`config.mk`:
```
export PLATFORM = sky130hd
export DESIGN_NAME = flash_bus_front
export DESIGN_NICKNAME = d
export VERILOG_FILES = /design/src/rtl/fbf_pkg.sv /design/src/rtl/fbf_datapath.sv /design/src/rtl/fbf_ctrl.sv /design/src/rtl/flash_bus_front.sv
export SDC_FILE = /design/constraint.sdc
export NUM_CORES = 1
export LEC_CHECK = 0
export ABC_AREA = 1
export BUFFER_PORTS_ARGS = -buffer_cell sky130_fd_sc_hd__buf_2
export CAP_MARGIN = 20
export CORE_MARGIN = 2
export CORE_UTILIZATION = 55
export CTS_CLUSTER_DIAMETER = 100
export DETAILED_ROUTE_END_ITERATION = 10
export PLACE_DENSITY = 0.74
export SYNTH_ARGS = -nofsm -noshare
export SYNTH_HDL_FRONTEND = slang
export SYNTH_HIERARCHICAL = 1
export SYNTH_SLANG_ARGS = --single-unit
export TNS_END_PERCENT = 10
```
`constraint.sdc`:
```
create_clock -name clk -period 2.9 [get_ports clk]
set_clock_uncertainty 0.2 [all_clocks]
set_input_delay 0.435 -clock clk [delete_from_list [all_inputs] [get_ports clk]]
set_output_delay 0.435 -clock clk [all_outputs]
set_load 0.005 [all_outputs]
```
`src/rtl/fbf_pkg.sv`:
```
package fbf_pkg;
  typedef enum logic [2:0] {
    OP_STANDBY   = 3'd0,
    OP_OUT_DIS   = 3'd1,
    OP_READ      = 3'd2,
    OP_WRITE     = 3'd3,
    OP_AUTO_STBY = 3'd4
  } busOp_t;

  // strobes from control to datapath
  typedef struct packed {
    logic loadAddr;   // write window just opened
    logic trackData;  // window open: follow the data bus
    logic emitCmd;    // window closed cleanly: publish command
  } ctrlStrb_t;
endpackage

```
`src/rtl/fbf_datapath.sv`:
```
module fbf_datapath
  import fbf_pkg::*;
#(
  parameter int AW = 21,
  parameter int DW = 16,
  parameter int GLITCH_CYC = 3
) (
  input  logic          clk,
  input  logic          rstN,
  input  logic          ceN,
  input  logic          weN,
  input  logic          oeN,
  input  logic [AW-1:0] addrIn,
  input  logic [DW-1:0] dataIn,
  input  ctrlStrb_t     strb,
  output logic          ceAct,
  output logic          weAct,
  output logic          oeAct,
  output logic          activity,
  output logic          cmdValid,
  output logic [AW-1:0] cmdAddr,
  output logic [DW-1:0] cmdData
);
  localparam int BW = AW + DW;
  localparam int CW = $clog2(GLITCH_CYC + 1);
  localparam int NF = 2; // filtered pins: ce, we

  // two-flop synchronizers, pins made active-high
  logic [2:0]    pinS1, pinS2, pinPrev;
  logic [BW-1:0] busS1, busS2, busPrev;

  always_ff @(posedge clk) begin
    if (!rstN) begin
      pinS1 <= '0; pinS2 <= '0; pinPrev <= '0;
      busS1 <= '0; busS2 <= '0; busPrev <= '0;
    end else begin
      pinS1 <= {~oeN, ~weN, ~ceN};
      pinS2 <= pinS1;
      pinPrev <= pinS2;
      busS1 <= {addrIn, dataIn};
      busS2 <= busS1;
      busPrev <= busS2;
    end
  end

  assign activity = (pinS2 != pinPrev) || (busS2 != busPrev);
  assign oeAct = pinS2[2];

  // glitch filters for the two write strobes
  logic [NF-1:0] fltQ;
  for (genvar g = 0; g < NF; g++) begin : gFilt
    logic [CW-1:0] runCnt;
    always_ff @(posedge clk) begin
      if (!rstN) begin
        runCnt <= '0;
        fltQ[g] <= 1'b0;
      end else if (pinS2[g] == fltQ[g]) begin
        runCnt <= '0;
      end else if (runCnt == CW'(GLITCH_CYC - 1)) begin
        runCnt <= '0;
        fltQ[g] <= pinS2[g];
      end else begin
        runCnt <= runCnt + 1'b1;
      end
    end

    // the filtered strobe only moves towards the synchronized level
    a_r8_filter_follows: assert property (@(posedge clk) disable iff (!rstN)
      !$stable(fltQ[g]) |-> (fltQ[g] == $past(pinS2[g])));
  end

  assign ceAct = fltQ[0];
  assign weAct = fltQ[1];

  // bus delay line matching the filter latency
  logic [BW-1:0] dly [GLITCH_CYC+1];
  assign dly[0] = busS2;
  for (genvar s = 1; s <= GLITCH_CYC; s++) begin : gDly
    always_ff @(posedge clk) begin
      if (!rstN) dly[s] <= '0;
      else       dly[s] <= dly[s-1];
    end
  end

  logic [AW-1:0] addrQ;
  logic [DW-1:0] dataQ;

  always_ff @(posedge clk) begin
    if (!rstN) begin
      addrQ <= '0; dataQ <= '0;
      cmdValid <= 1'b0; cmdAddr <= '0; cmdData <= '0;
    end else begin
      if (strb.loadAddr)  addrQ <= dly[GLITCH_CYC][BW-1:DW];
      if (strb.trackData) dataQ <= dly[GLITCH_CYC][DW-1:0];
      cmdValid <= strb.emitCmd;
      if (strb.emitCmd) begin
        cmdAddr <= addrQ;
        cmdData <= dataQ;
      end
    end
  end

  // command strobe is a single cycle
  a_r11_single_pulse: assert property (@(posedge clk) disable iff (!rstN)
    cmdValid |=> !cmdValid);
endmodule

```
`src/rtl/fbf_ctrl.sv`:
```
module fbf_ctrl
  import fbf_pkg::*;
#(
  parameter int IDLE_CYC = 60
) (
  input  logic      clk,
  input  logic      rstN,
  input  logic      ceAct,
  input  logic      weAct,
  input  logic      oeAct,
  input  logic      activity,
  input  logic      busy,
  output ctrlStrb_t strb,
  output logic      wrAborted,
  output busOp_t    busOp,
  output logic      readReq,
  output logic      dataOe,
  output logic      autoStby,
  output logic      lowPower
);
  localparam int IW = $clog2(IDLE_CYC + 1);

  logic pairAct, pairPrev, openEdge, closeEdge;
  logic inWrite, abortQ;
  logic [IW-1:0] idleCnt;

  assign pairAct   = ceAct & weAct;
  assign openEdge  = pairAct & ~pairPrev;
  assign closeEdge = ~pairAct & pairPrev;

  assign strb.loadAddr  = openEdge;
  assign strb.trackData = pairAct;
  assign strb.emitCmd   = closeEdge & ~abortQ;
  assign wrAborted      = inWrite & abortQ;

  always_ff @(posedge clk) begin
    if (!rstN) begin
      pairPrev <= 1'b0;
      inWrite  <= 1'b0;
      abortQ   <= 1'b0;
    end else begin
      pairPrev <= pairAct;
      if (openEdge)       inWrite <= 1'b1;
      else if (closeEdge) inWrite <= 1'b0;
      if (openEdge) abortQ <= oeAct;
      else if (pairAct & oeAct) abortQ <= 1'b1;
    end
  end

  // inactivity timer, held at zero while busy
  always_ff @(posedge clk) begin
    if (!rstN)                      idleCnt <= '0;
    else if (busy || activity)      idleCnt <= '0;
    else if (idleCnt != IW'(IDLE_CYC)) idleCnt <= idleCnt + 1'b1;
  end

  assign autoStby = (idleCnt == IW'(IDLE_CYC));

  logic   readNow;
  busOp_t decoded;
  assign readNow = ceAct & oeAct & ~weAct;

  always_comb begin
    if (!ceAct)      decoded = OP_STANDBY;
    else if (weAct)  decoded = OP_WRITE;
    else if (oeAct)  decoded = OP_READ;
    else             decoded = OP_OUT_DIS;
  end

  always_ff @(posedge clk) begin
    if (!rstN) begin
      busOp    <= OP_STANDBY;
      readReq  <= 1'b0;
      dataOe   <= 1'b0;
      lowPower <= 1'b0;
    end else begin
      busOp    <= autoStby ? OP_AUTO_STBY : decoded;
      readReq  <= readNow;
      dataOe   <= readNow;
      lowPower <= (~ceAct | autoStby) & ~busy;
    end
  end

  // automatic standby never starts out of a busy cycle
  a_r10_busy_blocks: assert property (@(posedge clk) disable iff (!rstN)
    $rose(autoStby) |-> !$past(busy));
  // low power never granted while busy was set
  a_r10_no_lp_busy: assert property (@(posedge clk) disable iff (!rstN)
    $past(busy) |-> !lowPower);
endmodule

```
`src/rtl/flash_bus_front.sv`:
```
module flash_bus_front
  import fbf_pkg::*;
#(
  parameter int AW = 21,
  parameter int DW = 16,
  parameter int GLITCH_CYC = 3,
  parameter int IDLE_CYC = 60
) (
  input  logic          clk,
  input  logic          rstN,
  input  logic          ceN,
  input  logic          weN,
  input  logic          oeN,
  input  logic [AW-1:0] addrIn,
  input  logic [DW-1:0] dataIn,
  input  logic          busy,
  output logic [2:0]    busOp,
  output logic          readReq,
  output logic          dataOe,
  output logic          cmdValid,
  output logic [AW-1:0] cmdAddr,
  output logic [DW-1:0] cmdData,
  output logic          autoStby,
  output logic          lowPower
);
  ctrlStrb_t strb;
  busOp_t    opQ;
  logic      ceAct, weAct, oeAct, activity, wrAborted;

  fbf_datapath #(.AW(AW), .DW(DW), .GLITCH_CYC(GLITCH_CYC)) i_dp (
    .clk(clk), .rstN(rstN), .ceN(ceN), .weN(weN), .oeN(oeN),
    .addrIn(addrIn), .dataIn(dataIn), .strb(strb),
    .ceAct(ceAct), .weAct(weAct), .oeAct(oeAct), .activity(activity),
    .cmdValid(cmdValid), .cmdAddr(cmdAddr), .cmdData(cmdData)
  );

  fbf_ctrl #(.IDLE_CYC(IDLE_CYC)) i_ctrl (
    .clk(clk), .rstN(rstN), .ceAct(ceAct), .weAct(weAct), .oeAct(oeAct),
    .activity(activity), .busy(busy), .strb(strb), .wrAborted(wrAborted),
    .busOp(opQ), .readReq(readReq), .dataOe(dataOe),
    .autoStby(autoStby), .lowPower(lowPower)
  );

  assign busOp = opQ;

  // an aborted write window never yields a command
  a_r6_abort_silent: assert property (@(posedge clk) disable iff (!rstN)
    wrAborted |=> !cmdValid);
  // deselected chip never drives the data bus
  a_r7_standby_hiz: assert property (@(posedge clk) disable iff (!rstN)
    !ceAct |=> !dataOe);
  // bus drive only when write strobe was inactive
  a_r3_no_drive_on_write: assert property (@(posedge clk) disable iff (!rstN)
    weAct |=> !dataOe);
endmodule

```
==> flow_summary.json, run 1 <==
{
  "run_status": "finished clean",
  "cp-end-kind": "output port",
  "placed_cell_area_sq_mm": 0.0101,
  "syn_area_per_cell_sq_um": 8.19,
  "synth_fp_nets": 1233,
  "drt_iter0_drc": 291,
  "io_buffer_count": 87,
  "regArea_sq_mm": 0.00577,
  "ant_nets": 0,
  "p_leak_uw": 0.00665,
  "hpwl_um": 9700,
  "hold_viol_final": 0,
  "cts_tree": "built",
  "crit_path_start_kind": "register",
  "vias": 6631,
  "grt_antenna_before_repair": 0,
  "dieArea_sq_mm": 0.0187,
  "dp_slack_ns": 1.04,
  "drv_slew": 0,
  "slowest_delay_ns": 0.42,
  "maxCapViolCount": 0,
  "final_common_cell": "dfxtp_1",
  "ios": 88,
  "tightest_slew_ns": 0.604,
  "fin_cells": 1547,
  "chipWidth_um": 137,
  "p_total_uw": 8230,
  "gp_congestion": 0.776,
  "postLayoutCellArea_sq_mm": 0.0115,
  "switchingPower_uw": 1620,
  "post_drt_wl_per_cell_um": 10.0,
  "clock_latency_ns": 0.53,
  "power_density_mw_per_mm2": 715,
  "hold_class": "in -> reg",
  "dp_cells": 1455,
  "syn_area_sq_mm": 0.00970,
  "gr-total-overflow": 0,
  "drtPass1Iterations": 4,
  "fillCellCount": 1411,
  "layout.nets": 1350,
  "path_clk_slew_ns": 0.06,
  "rsz0062_at_grt": "false",
  "slowest_stage": "dfxtp_1",
  "cts_sinks": 288,
  "cts_buffers": 28,
  "drc": 0,
  "setup_viol": 0,
  "worst_ep_arrival_time_ns": 1.56,
  "p_int_uw": 6610,
  "syn_inst": 1184,
  "h-tree-depth": 1,
  "start_util_pct": 56.1,
  "worst_r2r_path_depth": 10,
  "layout-drive-gt1-share_pct": 11.3,
  "ir_drop_uv": 488,
  "swShare_pct": 19.7,
  "max_clock_freq_ghz": 0.456,
  "yosys_warnings": 6,
  "std_cell_rows": 48,
  "antennaDiodeCount": 0,
  "slew_headroom_pct": 59.7,
  "min_path_cells": 3,
  "grtUsageTotal_pct": 16.8,
  "power.share.clock_pct": 47.2,
  "combPwrFrac_pct": 3.2,
  "crit_fanout": 5,
  "min_period_ns": 2.19,
  "root_buffer": "clkbuf_16",
  "cp.required_ns": 2.27,
  "cts-resized-gates": 0,
  "multi_input_area_sq_mm": 0.00253,
  "grt_start_max_net_pins": 110,
  "via_per_inst": 4.29,
  "pwr-share-seq_pct": 49.6,
  "critPathKind": "reg -> out",
  "tns_ns": 0,
  "wirelength_um": 15500,
  "path_cells": "inv_1, ha_1, nand2_1, nor2_4, buf_2",
  "period_share_pct": 75.7,
  "layout_common_cells": "dfxtp_1, nand2_1, inv_1, nor2_1, buf_2",
  "grt_pass1_vias": 6015,
  "grt_pass1_wl_um": 26200,
  "die_h_um": 137,
  "syn_to_final_growth_pct": 18.6,
  "layout_setup_ws_ns": 0.706,
  "core_sq_mm": 0.0173,
  "clockBufferDepth": 3
}
## what timing repair did
item / CTS / global route
endpoints found under the hold margin: 41 / 0
setup buffers: 0 / 0
hold buffers: 41 / 0
## metal layers
metal	track usage (%)	wire length, um
met5	0	0
met4	6.36	368
met3	2.81	706
met2	26.3	6560
met1	23.4	7870
## final cells by class
class                      instances  area share (%)
timing repair buffer             133            7.95
inverter                         260            8.54
sequential                       288            50.1
multi-input combinational        590            22.0
tap                              225            2.45
clock inverter                    14            1.82
clock buffer                      37            7.17
## flip-flops by register name (all words and copies together) (netlist names), 3 cells and up
register,flops
i_dp/pinPrev,3
i_dp/pinS2,3
i_dp/pinS1,3
i_ctrl/idleCnt,6
i_dp/dly,111
i_dp/busS2,37
i_dp/busS1,37
i_ctrl/busOp,3
i_dp/gFilt.runCnt,4
i_dp/dataQ,16
i_dp/cmdData,16
i_dp/addrQ,21
i_dp/cmdAddr,21
## final timing paths
| check | start | endpoint | slack [ns] |
|---|---|---|---|
| worst max-delay path | i_ctrl/idleCnt[0]$_SDFFE_PP0N_ | autoStby | 0.71 |
| worst min-delay path | rstN | i_dp/pinS2[2]$_SDFF_PN0_ | 0.13 |
| worst max register to register | i_dp/pinS2[2]$_SDFF_PN0_ | i_ctrl/idleCnt[4]$_SDFFE_PP0N_ | 0.96 |
| worst min register to register | i_dp/pinS1[1]$_SDFF_PN0_ | i_dp/pinS2[1]$_SDFF_PN0_ | 0.20 |
## stage by stage
| step | utilization, % | hold WS (ns) |
|---|---|---|
| final | 66.6 | 0.127 |
| after detailed placement | 58.2 | 0.196 |
| after global routing | 66.6 | 0.157 |
| after CTS | 66.6 | 0.121 |
| after floorplan | - | 0.190 |
| after global placement | 58.2 | 0.195 |
## power by group through the flow
| stage | logic [uW] | clock network, uW | registers [uW] |
|---|---|---|---|
| floorplan | 191 | 0 | 4160 |
| global placement | 217 | 0 | 4170 |
| finish | 261 | 3890 | 4080 |
| detailed placement | 222 | 0 | 4170 |
| global route | 303 | 4140 | 4090 |
| CTS | 265 | 3980 | 4080 |
## worst max-delay path, delay by kind of cell, from the launching register on
| kind | cells | cell delay (ns) |
|---|---|---|
| and+or+nand+nor | 2 | 0.20 |
| DFF | 1 | 0.42 |
| buffers and inverters | 2 | 0.21 |
| adders and majority gates | 1 | 0.21 |
Power figures use the tool's default switching activity.
==> inputs of run 2 (changes only) <==
--- a/config.mk
+++ b/config.mk
@@ -5,7 +5,7 @@
 export SDC_FILE = /design/constraint.sdc
 export NUM_CORES = 1
 export LEC_CHECK = 0
-export ABC_AREA = 1
+export ABC_AREA = 0
 export BUFFER_PORTS_ARGS = -buffer_cell sky130_fd_sc_hd__buf_2
 export CAP_MARGIN = 20
 export CORE_MARGIN = 2
==> constraint.sdc (replaced) <==
create_clock -name clk -period 2.2 [get_ports clk]
set_clock_uncertainty 0.2 [all_clocks]
set_input_delay 0.33 -clock clk [delete_from_list [all_inputs] [get_ports clk]]
set_output_delay 0.33 -clock clk [all_outputs]
set_load 0.005 [all_outputs]
==> run 2 against run 1 <==
Die area fell by 4.3%. Clock-buffer cell count rose by 1. Register-to-register slack got worse by 0.84 ns. Final area fell by 2.4%. Largest cell class unchanged. Largest power group unchanged.
==> flow_summary.json, run 2 <==
{
  "combPwrFrac_pct": 3.3,
  "critical_path.top_delay_family": "flip-flops",
  "swShare_pct": 20.0,
  "antennaDiodeCount": 0,
  "layout-drive-gt1-share_pct": 17.1,
  "drc": 0,
  "core_sq_mm": 0.0165,
  "worst_ep_arrival_time_ns": 1.59,
  "grt_pass1_vias": 5402,
  "power_density_mw_per_mm2": 911,
  "cp.required_ns": 1.67,
  "synth_fp_nets": 840,
  "setup_viol": 0,
  "start_util_pct": 56.1,
  "drv_slew": 0,
  "clock_latency_ns": 0.52,
  "p_int_uw": 8190,
  "p_leak_uw": 0.00444,
  "maxCapViolCount": 0,
  "grtUsageTotal_pct": 18.0,
  "worst_path_most_repeated_cell": "inv_2",
  "gp_congestion": 0.832,
  "cp-end-kind": "output port",
  "via_per_inst": 4.64,
  "dieArea_sq_mm": 0.0179,
  "rsz0062_at_grt": "true",
  "h-tree-depth": 1,
  "ir_drop_uv": 658,
  "min_path_cells": 1,
  "hold_class": "reg -> reg",
  "grt_antenna_before_repair": 0,
  "dp_cells": 1061,
  "fin_cells": 1155,
  "gr-total-overflow": 0,
  "tightest_slew_ns": 0.448,
  "syn_area_sq_mm": 0.00928,
  "die_h_um": 134,
  "yosys_warnings": 6,
  "largest_reg_flops": 111,
  "chipWidth_um": 134,
  "hold_slack_ns": 0.215,
  "drtPass1Iterations": 4,
  "final_common_cell": "dfxtp_1",
  "std_cell_rows": 47,
  "clockBufferDepth": 3,
  "syn_inst": 791,
  "max_clock_freq_ghz": 0.471,
  "pwr-share-seq_pct": 52.5,
  "regMostFlops": "i_dp/dly",
  "switchingPower_uw": 2050,
  "syn_area_per_cell_sq_um": 11.7,
  "slowest_stage": "dfxtp_4",
  "wirelength_um": 16100,
  "cts_tree": "built",
  "cts_buffers": 27,
  "path_clk_slew_ns": 0.06,
  "root_buffer": "clkbuf_16",
  "crit_cells": 6,
  "grt_pass1_wl_um": 26300,
  "slew_headroom_pct": 70.1,
  "p_total_uw": 10200,
  "syn_to_final_growth_pct": 21.2,
  "cts_sinks": 288,
  "power.share.clock_pct": 44.3,
  "slowest_delay_ns": 0.37,
  "run_status": "finished clean",
  "crit_fanout": 6,
  "ios": 88,
  "reg.largest.list": "i_dp/dly (111), i_dp/busS1 (37), i_dp/busS2 (37)",
  "min_period_ns": 2.12,
  "vias": 5357,
  "drt_iter0_drc": 219,
  "postLayoutCellArea_sq_mm": 0.0112,
  "crit_buf_inv": 3,
  "fillCellCount": 1182,
  "io_buffer_count": 87,
  "layout.nets": 963,
  "grt_start_max_net_pins": 153,
  "tns_ns": 0,
  "critPathKind": "reg -> out",
  "crit_path_start_kind": "register",
  "hpwl_um": 10400,
  "post_drt_wl_per_cell_um": 13.9,
  "ant_nets": 0,
  "placed_cell_area_sq_mm": 0.00985,
  "period_share_pct": 96.5,
  "hold_viol_final": 0,
  "path_cells": "inv_2, ha_2, and2_4, nand2_2, inv_2, buf_2",
  "worst_r2r_path_depth": 6,
  "layout_common_cells": "dfxtp_1, and2_1, buf_2, nor2b_1, mux2i_1"
}
[run 2: timing repair]
| item | in CTS | in global routing |
|---|---|---|
| setup buffers | 0 | 0 |
| gates resized for setup | 10 | 7 |
| hold endpoints to repair | 69 | 0 |
| endpoints found under the setup margin | 3 | 5 |
| cloned | 0 | 0 |
| pin swaps | 0 | 2 |
| hold buffers | 44 | 0 |
[run 2: power groups by stage]
| stage | Combinational (uW) | Clock (uW) | Sequential (uW) |
|---|---|---|---|
| 2_1_floorplan | 186 | 0 | 5470 |
| 3_3_place_gp | 261 | 0 | 5480 |
| 3_5_place_dp | 266 | 0 | 5490 |
| 4_1_cts | 329 | 4620 | 5370 |
| 5_1_grt | 370 | 4850 | 5380 |
| 6_report | 336 | 4530 | 5370 |
[run 2: final timing paths]
kind	startpoint	endpoint	slack [ns]
worst min-delay path	i_dp/gFilt[0].runCnt[0]$_SDFF_PP0_	i_dp/gFilt[0].runCnt[0]$_SDFF_PP0_	0.21
worst max register to register	i_dp/busS2[26]$_SDFF_PN0_	i_ctrl/idleCnt[4]$_SDFFE_PP0N_	0.12
worst max-delay path	i_ctrl/idleCnt[0]$_SDFFE_PP0N_	autoStby	0.08
worst min register to register	i_dp/gFilt[0].runCnt[0]$_SDFF_PP0_	i_dp/gFilt[0].runCnt[0]$_SDFF_PP0_	0.21
[run 2: area by class of cell]
cell class / count / area (sq um) / area share [%]
inverters: 7 / 26.3 / 0.234
repair buffers: 138 / 972 / 8.65
multi-input cells: 452 / 3290 / 29.3
clock buffers: 38 / 807 / 7.18
flip-flops and latches: 288 / 5770 / 51.4
clock inverters: 12 / 95.1 / 0.846
well taps: 220 / 275 / 2.45
[run 2: per-stage QoR]
| stage | worst slack (ns) | util [%] |
|---|---|---|
| 2_1_floorplan | 0.460 | - |
| 3_3_place_gp | 0.0256 | 59.6 |
| 3_5_place_dp | -0.0772 | 59.6 |
| 4_1_cts | 0.000200 | 67.9 |
| 5_1_grt | -0.0148 | 68.0 |
| 6_report | 0.0769 | 68.0 |
[run 2: per-layer routing]
layer	part of all wire [%]	routed length, um	track usage (%)	up-vias
met5	0	0	0	-
met4	2.4	379	5.85	0
met3	3.3	526	2.91	29
met2	49	7860	31.6	109
met1	45	7310	22.6	2466
li1	-	-	-	2753
==> inputs of run 3 (changes only) <==
--- a/config.mk
+++ b/config.mk
@@ -9,10 +9,10 @@
 export BUFFER_PORTS_ARGS = -buffer_cell sky130_fd_sc_hd__buf_2
 export CAP_MARGIN = 20
 export CORE_MARGIN = 2
-export CORE_UTILIZATION = 55
+export CORE_UTILIZATION = 35
 export CTS_CLUSTER_DIAMETER = 100
 export DETAILED_ROUTE_END_ITERATION = 10
-export PLACE_DENSITY = 0.74
+export PLACE_DENSITY = 0.51
 export SYNTH_ARGS = -nofsm -noshare
 export SYNTH_HDL_FRONTEND = slang
 export SYNTH_HIERARCHICAL = 1
==> run 3 against run 2 <==
Sequential share of layout area decreased by 1.3 points. Register-to-register slack got worse by 0.02 ns. Maximum frequency increased by 1.1%. Total power increased by 4.3%. Worst hold slack improved by 0.0031 ns. Global-route usage decreased by 6.1 points. Critical endpoint unchanged.
==> flow_summary.json, run 3 (same netlist as run 2, synthesis figures left out) <==
{
  "antennaDiodeCount": 0,
  "hold_start": "i_dp/gFilt[1].runCnt[0]$_SDFF_PP0_",
  "period_share_pct": 95.4,
  "dieArea_sq_mm": 0.0278,
  "grt_antenna_before_repair": 0,
  "holdPathEnd": "i_dp/gFilt[1].runCnt[0]$_SDFF_PP0_",
  "r2r_slack_ns": 0.10,
  "root_buffer": "clkbuf_16",
  "grtUsageTotal_pct": 11.8,
  "hold_class": "reg -> reg",
  "clockBufferDepth": 3,
  "via_per_inst": 4.15,
  "h-tree-depth": 1,
  "cts_sinks": 288,
  "layout-drive-gt1-share_pct": 17.1,
  "hold_viol_final": 0,
  "layout_setup_ws_ns": 0.100,
  "cp-end-kind": "output port",
  "ir_drop_uv": 542,
  "drc": 0,
  "maxCapViolCount": 0,
  "clock_latency_ns": 0.53,
  "layout.nets": 970,
  "r2r_start": "i_dp/dly[109]$_SDFF_PN0_",
  "power_density_mw_per_mm2": 927,
  "drtPass1Iterations": 4,
  "ios": 88,
  "min_path_cells": 1,
  "tns_ns": 0,
  "vias": 5301,
  "die_h_um": 167,
  "crit_path_start_kind": "register",
  "run_status": "finished clean",
  "gp_congestion": 0.749,
  "layout_common_cells": "dfxtp_1, and2_1, buf_2, nor2b_1, mux2i_1",
  "final_common_cell": "dfxtp_1",
  "cts_setup_buffers": 0,
  "wirelength_um": 16500,
  "path_clk_slew_ns": 0.06,
  "worst_ep_arrival_time_ns": 1.57,
  "multi_input_area_sq_mm": 0.00328,
  "ant_nets": 0,
  "hold_slack_ns": 0.218,
  "core_sq_mm": 0.0261,
  "tightest_slew_ns": 0.400,
  "worst_r2r_path_depth": 6,
  "dp_slack_ns": 0.0273,
  "syn_to_final_growth_pct": 24.2,
  "slew_headroom_pct": 73.1,
  "timing.rr.end": "i_ctrl/idleCnt[4]$_SDFFE_PP0N_",
  "io_buffer_count": 87,
  "fin_cells": 1278,
  "start_util_pct": 35.6,
  "drv_slew": 0,
  "cts_tree": "built",
  "drt_iter0_drc": 206,
  "grt_pass1_wl_um": 27000,
  "cts_buffers": 30,
  "setup_viol": 0,
  "max_clock_freq_ghz": 0.476,
  "largest_reg_flops": 111,
  "grt_pass1_vias": 5195,
  "grt_start_max_net_pins": 111,
  "dp_cells": 1180,
  "regArea_sq_mm": 0.00577,
  "utilization_pct": 44.2,
  "fillCellCount": 2432,
  "chipWidth_um": 167,
  "rsz0062_at_grt": "false",
  "std_cell_rows": 59,
  "gr-total-overflow": 0,
  "post_drt_wl_per_cell_um": 12.9,
  "crit_fanout": 6,
  "min_period_ns": 2.10,
  "regMostFlops": "i_dp/dly",
  "p_leak_uw": 0.00451,
  "hpwl_um": 10800,
  "critPathKind": "reg -> out",
  "cp.required_ns": 1.67,
  "reg.largest.list": "i_dp/dly (111), i_dp/busS1 (37), i_dp/busS2 (37)"
}
run 3: cell count changes in the layout (fill, tap and decap cells not counted), moves of 2 or more:
| cell | delta |
|---|---|
| xnor2_1 | +2 |
| clkbuf_1 | +5 |
| clkbuf_8 | -2 |
| buf_12 | +2 |
| clkbuf_16 | +4 |
| buf_4 | +2 |
| xnor2_2 | -2 |
run 3: critical path, stage by stage (launching register included):
cell     delay [ns]
dfxtp_4        0.38
inv_2          0.06
ha_4           0.16
and2_4         0.17
nand2_2        0.09
inv_2          0.05
buf_2          0.12
run 3: final cells by class:
class	count	share of cell area [%]
Sequential cell	288	50.1
Multi-Input combinational cell	452	28.5
Timing Repair Buffer	142	8.92
Clock buffer	45	7.80
Tap cell	335	3.64
Clock inverter	9	0.825
Inverter	7	0.228
run 3: worst max path at each step:
| stage | from | endpoint | slack, ns |
|---|---|---|---|
| 2_1_floorplan | i_dp/dly[93]$_SDFF_PN0_ | i_ctrl/idleCnt[4]$_SDFFE_PP0N_ | 0.46 |
| 3_3_place_gp | i_dp/dly[86]$_SDFF_PN0_ | i_ctrl/idleCnt[4]$_SDFFE_PP0N_ | 0.07 |
| 3_5_place_dp | i_dp/dly[109]$_SDFF_PN0_ | i_ctrl/idleCnt[4]$_SDFFE_PP0N_ | 0.03 |
| 4_1_cts | i_ctrl/idleCnt[0]$_SDFFE_PP0N_ | autoStby | 0.004 |
| 5_1_grt | i_dp/dly[109]$_SDFF_PN0_ | i_ctrl/idleCnt[4]$_SDFFE_PP0N_ | 0.0003 |
| 6_report | i_ctrl/idleCnt[1]$_SDFFE_PP0N_ | autoStby | 0.10 |
run 3: timing repair:
action,4_1_cts,5_1_grt
resized for setup,8,7
pin swaps,0,1
endpoints found under the hold margin,54,0
setup endpoints to repair,1,4
hold buffers,44,0
run 3: routing by layer:
metal	track usage, %	vias up	wire length, um
li1	-	2790	-
met1	16.4	2392	8210
met2	18.6	98	7260
met3	2.45	21	725
met4	3.75	0	277
met5	0	-	0
run 3: metrics by stage:
stage | area, sq um | power [uW]
floorplan | 9280 | 5660
global placement | 10000 | 5770
detailed placement | 10000 | 5770
CTS | 11500 | 10800
global route | 11500 | 11100
finish | 11500 | 10700
run 3: report_power, final:
| group | internal [uW] | leakage, uW | switching (uW) |
|---|---|---|---|
| registers | 5320 | 0.00234 | 43.8 |
| logic | 202 | 0.00167 | 145 |
| clock network | 3030 | 0.000496 | 1930 |
